--- src/rtl/lpt_pkg.sv ---
package lpt_pkg;
  localparam int DEC_W = 3;

  localparam logic [DEC_W-1:0] REG_STATUS = 3'b100;
  localparam logic [DEC_W-1:0] REG_DATA   = 3'b101;
  localparam logic [DEC_W-1:0] REG_CTRL   = 3'b110;

  localparam int CTL_STRB   = 0;
  localparam int CTL_INIT   = 1;
  localparam int CTL_ACKCLR = 2;

  localparam int ST_BUSY  = 0;
  localparam int ST_FAULT = 1;
  localparam int ST_ACK   = 2;
  localparam int ST_USED  = 3;

  typedef struct packed {
    logic ack;
    logic fault;
    logic busy;
  } lpt_status_t;
endpackage

--- src/rtl/lpt_sync.sv ---
module lpt_sync #(
  parameter int          W       = 3,
  parameter int          STAGES  = 2,
  parameter logic [W-1:0] RST_VAL = '0
) (
  input  logic         clk,
  input  logic         rst,
  input  logic [W-1:0] d_async,
  output logic [W-1:0] q_sync
);
  logic [W-1:0] stg [STAGES];

  always_ff @(posedge clk) begin
    if (rst) stg[0] <= RST_VAL;
    else     stg[0] <= d_async;
  end

  generate
    for (genvar i = 1; i < STAGES; i++) begin : g_stage
      always_ff @(posedge clk) begin
        if (rst) stg[i] <= RST_VAL;
        else     stg[i] <= stg[i-1];
      end
    end
  endgenerate

  assign q_sync = stg[STAGES-1];
endmodule

--- src/rtl/lpt_ack_latch.sv ---
module lpt_ack_latch (
  input  logic clk,
  input  logic rst,
  input  logic ack_n_s,
  input  logic clr,
  output logic lat
);
  logic prev_q;
  logic fall;

  assign fall = prev_q & ~ack_n_s;

  always_ff @(posedge clk) begin
    if (rst) begin
      prev_q <= 1'b1;
      lat    <= 1'b0;
    end else begin
      prev_q <= ack_n_s;
      if (fall)     lat <= 1'b1;
      else if (clr) lat <= 1'b0;
    end
  end
endmodule

--- src/rtl/lpt_bus_regs.sv ---
module lpt_bus_regs
  import lpt_pkg::*;
#(
  parameter int DATA_W = 8
) (
  input  logic              clk,
  input  logic              rst,
  input  logic              cs,
  input  logic              we,
  input  logic              oe,
  input  logic [DEC_W-1:0]  sel,
  input  logic [DATA_W-1:0] din,
  input  lpt_status_t       stat,
  output logic [DATA_W-1:0] pd,
  output logic              strb,
  output logic              init,
  output logic              ack_clr,
  output logic [DATA_W-1:0] dout,
  output logic              doe
);
  logic wr_data, wr_ctrl, rd_stat;

  assign wr_data = cs & we & (sel == REG_DATA);
  assign wr_ctrl = cs & we & (sel == REG_CTRL);
  assign rd_stat = cs & oe & ~we & (sel == REG_STATUS);
  assign ack_clr = wr_ctrl & din[CTL_ACKCLR];

  always_ff @(posedge clk) begin
    if (rst) begin
      pd   <= '0;
      strb <= 1'b0;
      init <= 1'b0;
    end else begin
      if (wr_data) pd <= din;
      if (wr_ctrl) begin
        strb <= din[CTL_STRB];
        init <= din[CTL_INIT];
      end
    end
  end

  always_comb begin
    dout = '0;
    doe  = rd_stat;
    if (rd_stat) dout[ST_USED-1:0] = stat;
  end
endmodule

--- src/rtl/lpt_ackport.sv ---
module lpt_ackport
  import lpt_pkg::*;
#(
  parameter int DATA_W  = 8,
  parameter int ADDR_W  = 4,
  parameter int SYNC_ST = 2
) (
  input  logic              clk,
  input  logic              rst,
  input  logic [ADDR_W-1:0] bus_addr,
  input  logic              bus_cs,
  input  logic              bus_we,
  input  logic              bus_oe,
  input  logic [DATA_W-1:0] bus_din,
  output logic [DATA_W-1:0] bus_dout,
  output logic              bus_doe,
  output logic [DATA_W-1:0] pd_out,
  output logic              strb_out,
  output logic              init_out,
  input  logic              busy_in,
  input  logic              fault_in,
  input  logic              ack_n_in
);
  localparam int IN_W = 3;

  logic [ADDR_W-1:DEC_W] addr_hi_unused;
  logic [IN_W-1:0]       raw_in, syn_in;
  logic                  ack_lat, ack_clr;
  lpt_status_t           stat;

  assign addr_hi_unused = bus_addr[ADDR_W-1:DEC_W];
  assign raw_in = {ack_n_in, fault_in, busy_in};

  lpt_sync #(.W(IN_W), .STAGES(SYNC_ST), .RST_VAL(3'b100)) u_sync (
    .clk(clk), .rst(rst), .d_async(raw_in), .q_sync(syn_in)
  );

  lpt_ack_latch u_ack (
    .clk(clk), .rst(rst), .ack_n_s(syn_in[2]), .clr(ack_clr), .lat(ack_lat)
  );

  assign stat.busy  = syn_in[0];
  assign stat.fault = syn_in[1];
  assign stat.ack   = ack_lat;

  lpt_bus_regs #(.DATA_W(DATA_W)) u_regs (
    .clk(clk), .rst(rst), .cs(bus_cs), .we(bus_we), .oe(bus_oe),
    .sel(bus_addr[DEC_W-1:0]), .din(bus_din), .stat(stat),
    .pd(pd_out), .strb(strb_out), .init(init_out), .ack_clr(ack_clr),
    .dout(bus_dout), .doe(bus_doe)
  );
endmodule

--- config.mk ---
export PLATFORM = sky130hd
export DESIGN_NAME = lpt_ackport
export DESIGN_NICKNAME = d
export VERILOG_FILES = /design/src/rtl/lpt_pkg.sv /design/src/rtl/lpt_sync.sv /design/src/rtl/lpt_ack_latch.sv /design/src/rtl/lpt_bus_regs.sv /design/src/rtl/lpt_ackport.sv
export SDC_FILE = /design/constraint.sdc
export NUM_CORES = 1
export LEC_CHECK = 0
export BUFFER_PORTS_ARGS = -buffer_cell sky130_fd_sc_hd__buf_2
export CAP_MARGIN = 30
export CORE_MARGIN = 5
export CORE_UTILIZATION = 38
export DETAILED_ROUTE_END_ITERATION = 6
export GPL_TIMING_DRIVEN = 0
export PLACE_DENSITY = 0.81
export SETUP_SLACK_MARGIN = 0.3
export SLEW_MARGIN = 10
export SYNTH_ARGS = -nofsm -noshare
export SYNTH_HDL_FRONTEND = slang
export SYNTH_SLANG_ARGS = --single-unit
export TNS_END_PERCENT = 100
--- constraint.sdc ---
create_clock -name clk -period 1.12 [get_ports clk]
set_input_delay 0.336 -clock clk [delete_from_list [all_inputs] [get_ports clk]]
set_output_delay 0.336 -clock clk [all_outputs]
set_load 0.005 [all_outputs]
==> flow_metrics.tcl <==
set metrics [dict create \
    power_w 0.001235 \
    p_comb_share_pct 14.1 \
    outcome "finished with violations" \
    worstPathRequired_ns 0.78 \
    maxCapViolCount 0 \
    ir_worst_vdd_v 0.0008524 \
    clock_sinks 18 \
    netlist_area_sq_um 752.0 \
    die_y_um 54.49 \
    cts_buffer_depth 2 \
    clkSlewWorstSetupHoldPaths_ns 0.10 \
    seq_area_sq_um 372.9 \
    clock-skew-final_ns 0.004238 \
    p_sw_share_pct 22.21 \
    insertedDiodeCount 0 \
    synth_seq_cells 18 \
    die_area_sq_um 2969 \
    p_leak_nw 0.5829 \
    seq_area_frac_synth_pct 47.92 \
    antenna_found_initial 0 \
    fin_nets 144 \
    grt_pass1_vias 678 \
    internal_power_w 0.0009609 \
    vias 699 \
    port_buffers 32 \
    yosysWarningCount 0 \
    drv_slew 0 \
    synth_cells 70 \
    start_util_pct 39.13 \
    max_freq_mhz 712.9 \
    p_clk_share_pct 32.1 \
    dp_hpwl_mm 1.279 \
    dr.pass1.iters 3 \
    rr_worst_depth 3 \
    syn_area_per_cell_sq_um 10.74 \
    syn2layout_area_growth_pct 63.89 \
    wl_per_cell_um 13.16 \
    startpoint "bus_addr[0]" \
    clock_latency_ns 0.29 \
    finalWirelength_mm 1.974 \
    p_seq_share_pct 53.8 \
    fin_ws_ns -0.2827 \
    grt_max_degree 11 \
    synth_edf_count 0 \
    holdPathStages 2 \
    std_cell_rows 16 \
    ctsHtreeMaxLevel 1 \
    synth_cell_types 24 \
    cp-start-kind "input port" \
    drive_gt1_share_pct 61.79 \
    detail-route-antenna-nets 0 \
    viasPerCell 4.660 \
    crit_arrival_ns 1.07 \
    cts_root_buf "clkbuf_4" \
    fin_crit_sh_pct 125.2 \
    fp.dieW_um 54.49 \
    switching_power_w 0.0002743 \
    core_area_sq_um 1922 \
    end_kind "primary output" \
    synthFlopType "dfxtp_1" \
    place_congestion 0.6594 \
    path_class "in2out" \
    drc_errors 0 \
    min_period_ns 1.403 \
    grt_use_total_pct 13.74 \
    ys_async_sr_fraction_pct 0 \
    cts_tree "yes" \
    cts_buffers 3 \
    multiInputGateArea_sq_um 354.1 \
    grt_first_pass_wirelength_mm 2.925 \
    setup_viol 9 \
    hp-class "in2reg" \
    hold_violations 0 \
    drt_iter0_markers 9 \
    pre_cts_ws_ns -0.3437 \
    rsz0062_at_grt "yes" \
    min_from "ack_n_in" \
    top_level_ports 39 \
    critPathMaxFanout 4 \
    powerDensity_nw_per_um2 1002 \
    layout_common_cells "22 x buf_2, 16 x buf_6, 13 x buf_4" \
    gr-total-overflow 0 \
    fillerInstances 184 \
    violations "negative setup slack" \
    r2r_start "u_regs.pd[1]$_SDFFE_PP0P_" \
    final_common_cell "buf_2" \
]
[layout make-up]
cell class                 count  area share [%]
buffer                         9           6.599
clock buffer                   4           2.944
inverter                       2          0.6091
multi-input combinational     45           28.73
sequential                    18           30.25
tap                           27           2.741
timing repair buffer          45           28.12
[state kept, by name, indices dropped and copies added (netlist names)]
| name | count |
|---|---|
| u_ack.lat | 1 |
| u_ack.prev_q | 1 |
| u_regs.init | 1 |
| u_regs.pd | 8 |
| u_regs.strb | 1 |
| u_sync.stg | 6 |
[worst paths after layout]
kind	end	slack, ns
min reg2reg	u_sync.stg[1][2]$_SDFF_PP1_	0.43
min	u_sync.stg[0][2]$_SDFF_PP1_	0.23
max	bus_dout[0]	-0.28
max reg2reg	u_regs.pd[1]$_SDFFE_PP0P_	0.25
[synth_stat cells (2+ instances only)]
library cell  count  share of area (%)
or2_2             2                1.7
nor2b_1           4                3.3
buf_6             2                3.0
nand2b_1          2                1.7
buf_4             5                5.0
nor4b_1           6                7.0
nor2_1            2                1.0
a31o_1            8                9.3
dfxtp_1          18                 48
nand2_1           2                1.0
and2_1            3                2.5
inv_1             2                1.0
mux2i_1           2                2.7
nor3_1            2                1.3
[metrics by stage]
step | TNS (ns) | utilization [%] | hold WS (ns) | instances | instance area, sq um
detailed placement | -3.338 | 50.72 | 0.4082 | 133 | 974.7
floorplan | -0.2572 | - | 0.3926 | 74 | 780.7
finish | -1.088 | 64.13 | 0.2269 | 150 | 1232
global route | -1.319 | 64.13 | 0.2237 | 150 | 1232
CTS | -1.085 | 60.48 | 0.2237 | 147 | 1162
global placement | -2.950 | 50.72 | 0.4002 | 133 | 974.7
[worst max-delay path: stages]
cell     delay (ns)
buf_6          0.09
and3b_2        0.23
and3_4         0.19
and2_4         0.14
buf_6          0.08
[what timing repair did]
action | 4_1_cts | 5_1_grt
hold buffers | 0 | 0
hold endpoints to repair | 0 | 0
pin swaps | 10 | 4
setup endpoints to repair | 24 | 25
gates resized for setup | 25 | 8
buffers inserted | 9 | 3
cloned | 1 | 0
[cells by family (layout without fill, tap and decap cells)]
logic type      Yosys count  in the layout  share of synthesized area (%)
compound gates            9              9                          10.65
buf+inv                  11             60                          11.31
flops                    18             18                          47.92
mux                       2              2                          2.662
other cells               1              5                         0.4987
simple gates             29             29                          26.96
[per-layer routing]
metal  global-route usage [%]  vias to the layer above  part of all wire, %
met1                    15.75                      327                   40
met4                    3.734                        0                    0
met3                    4.087                        0                  8.4
li1                         -                      342                    -
met2                    24.50                       30                   51
met5                        0                        -                    0
[power groups by stage]
stage	sequential [W]	combinational, W	clock (W)
3_5_place_dp	0.000677	0.000126	0
2_1_floorplan	0.000677	0.0000700	0
5_1_grt	0.000666	0.000189	0.000433
3_3_place_gp	0.000677	0.000122	0
6_report	0.000664	0.000174	0.000397
4_1_cts	0.000663	0.000161	0.000403
Note: power is estimated with default switching activity, not from simulation.
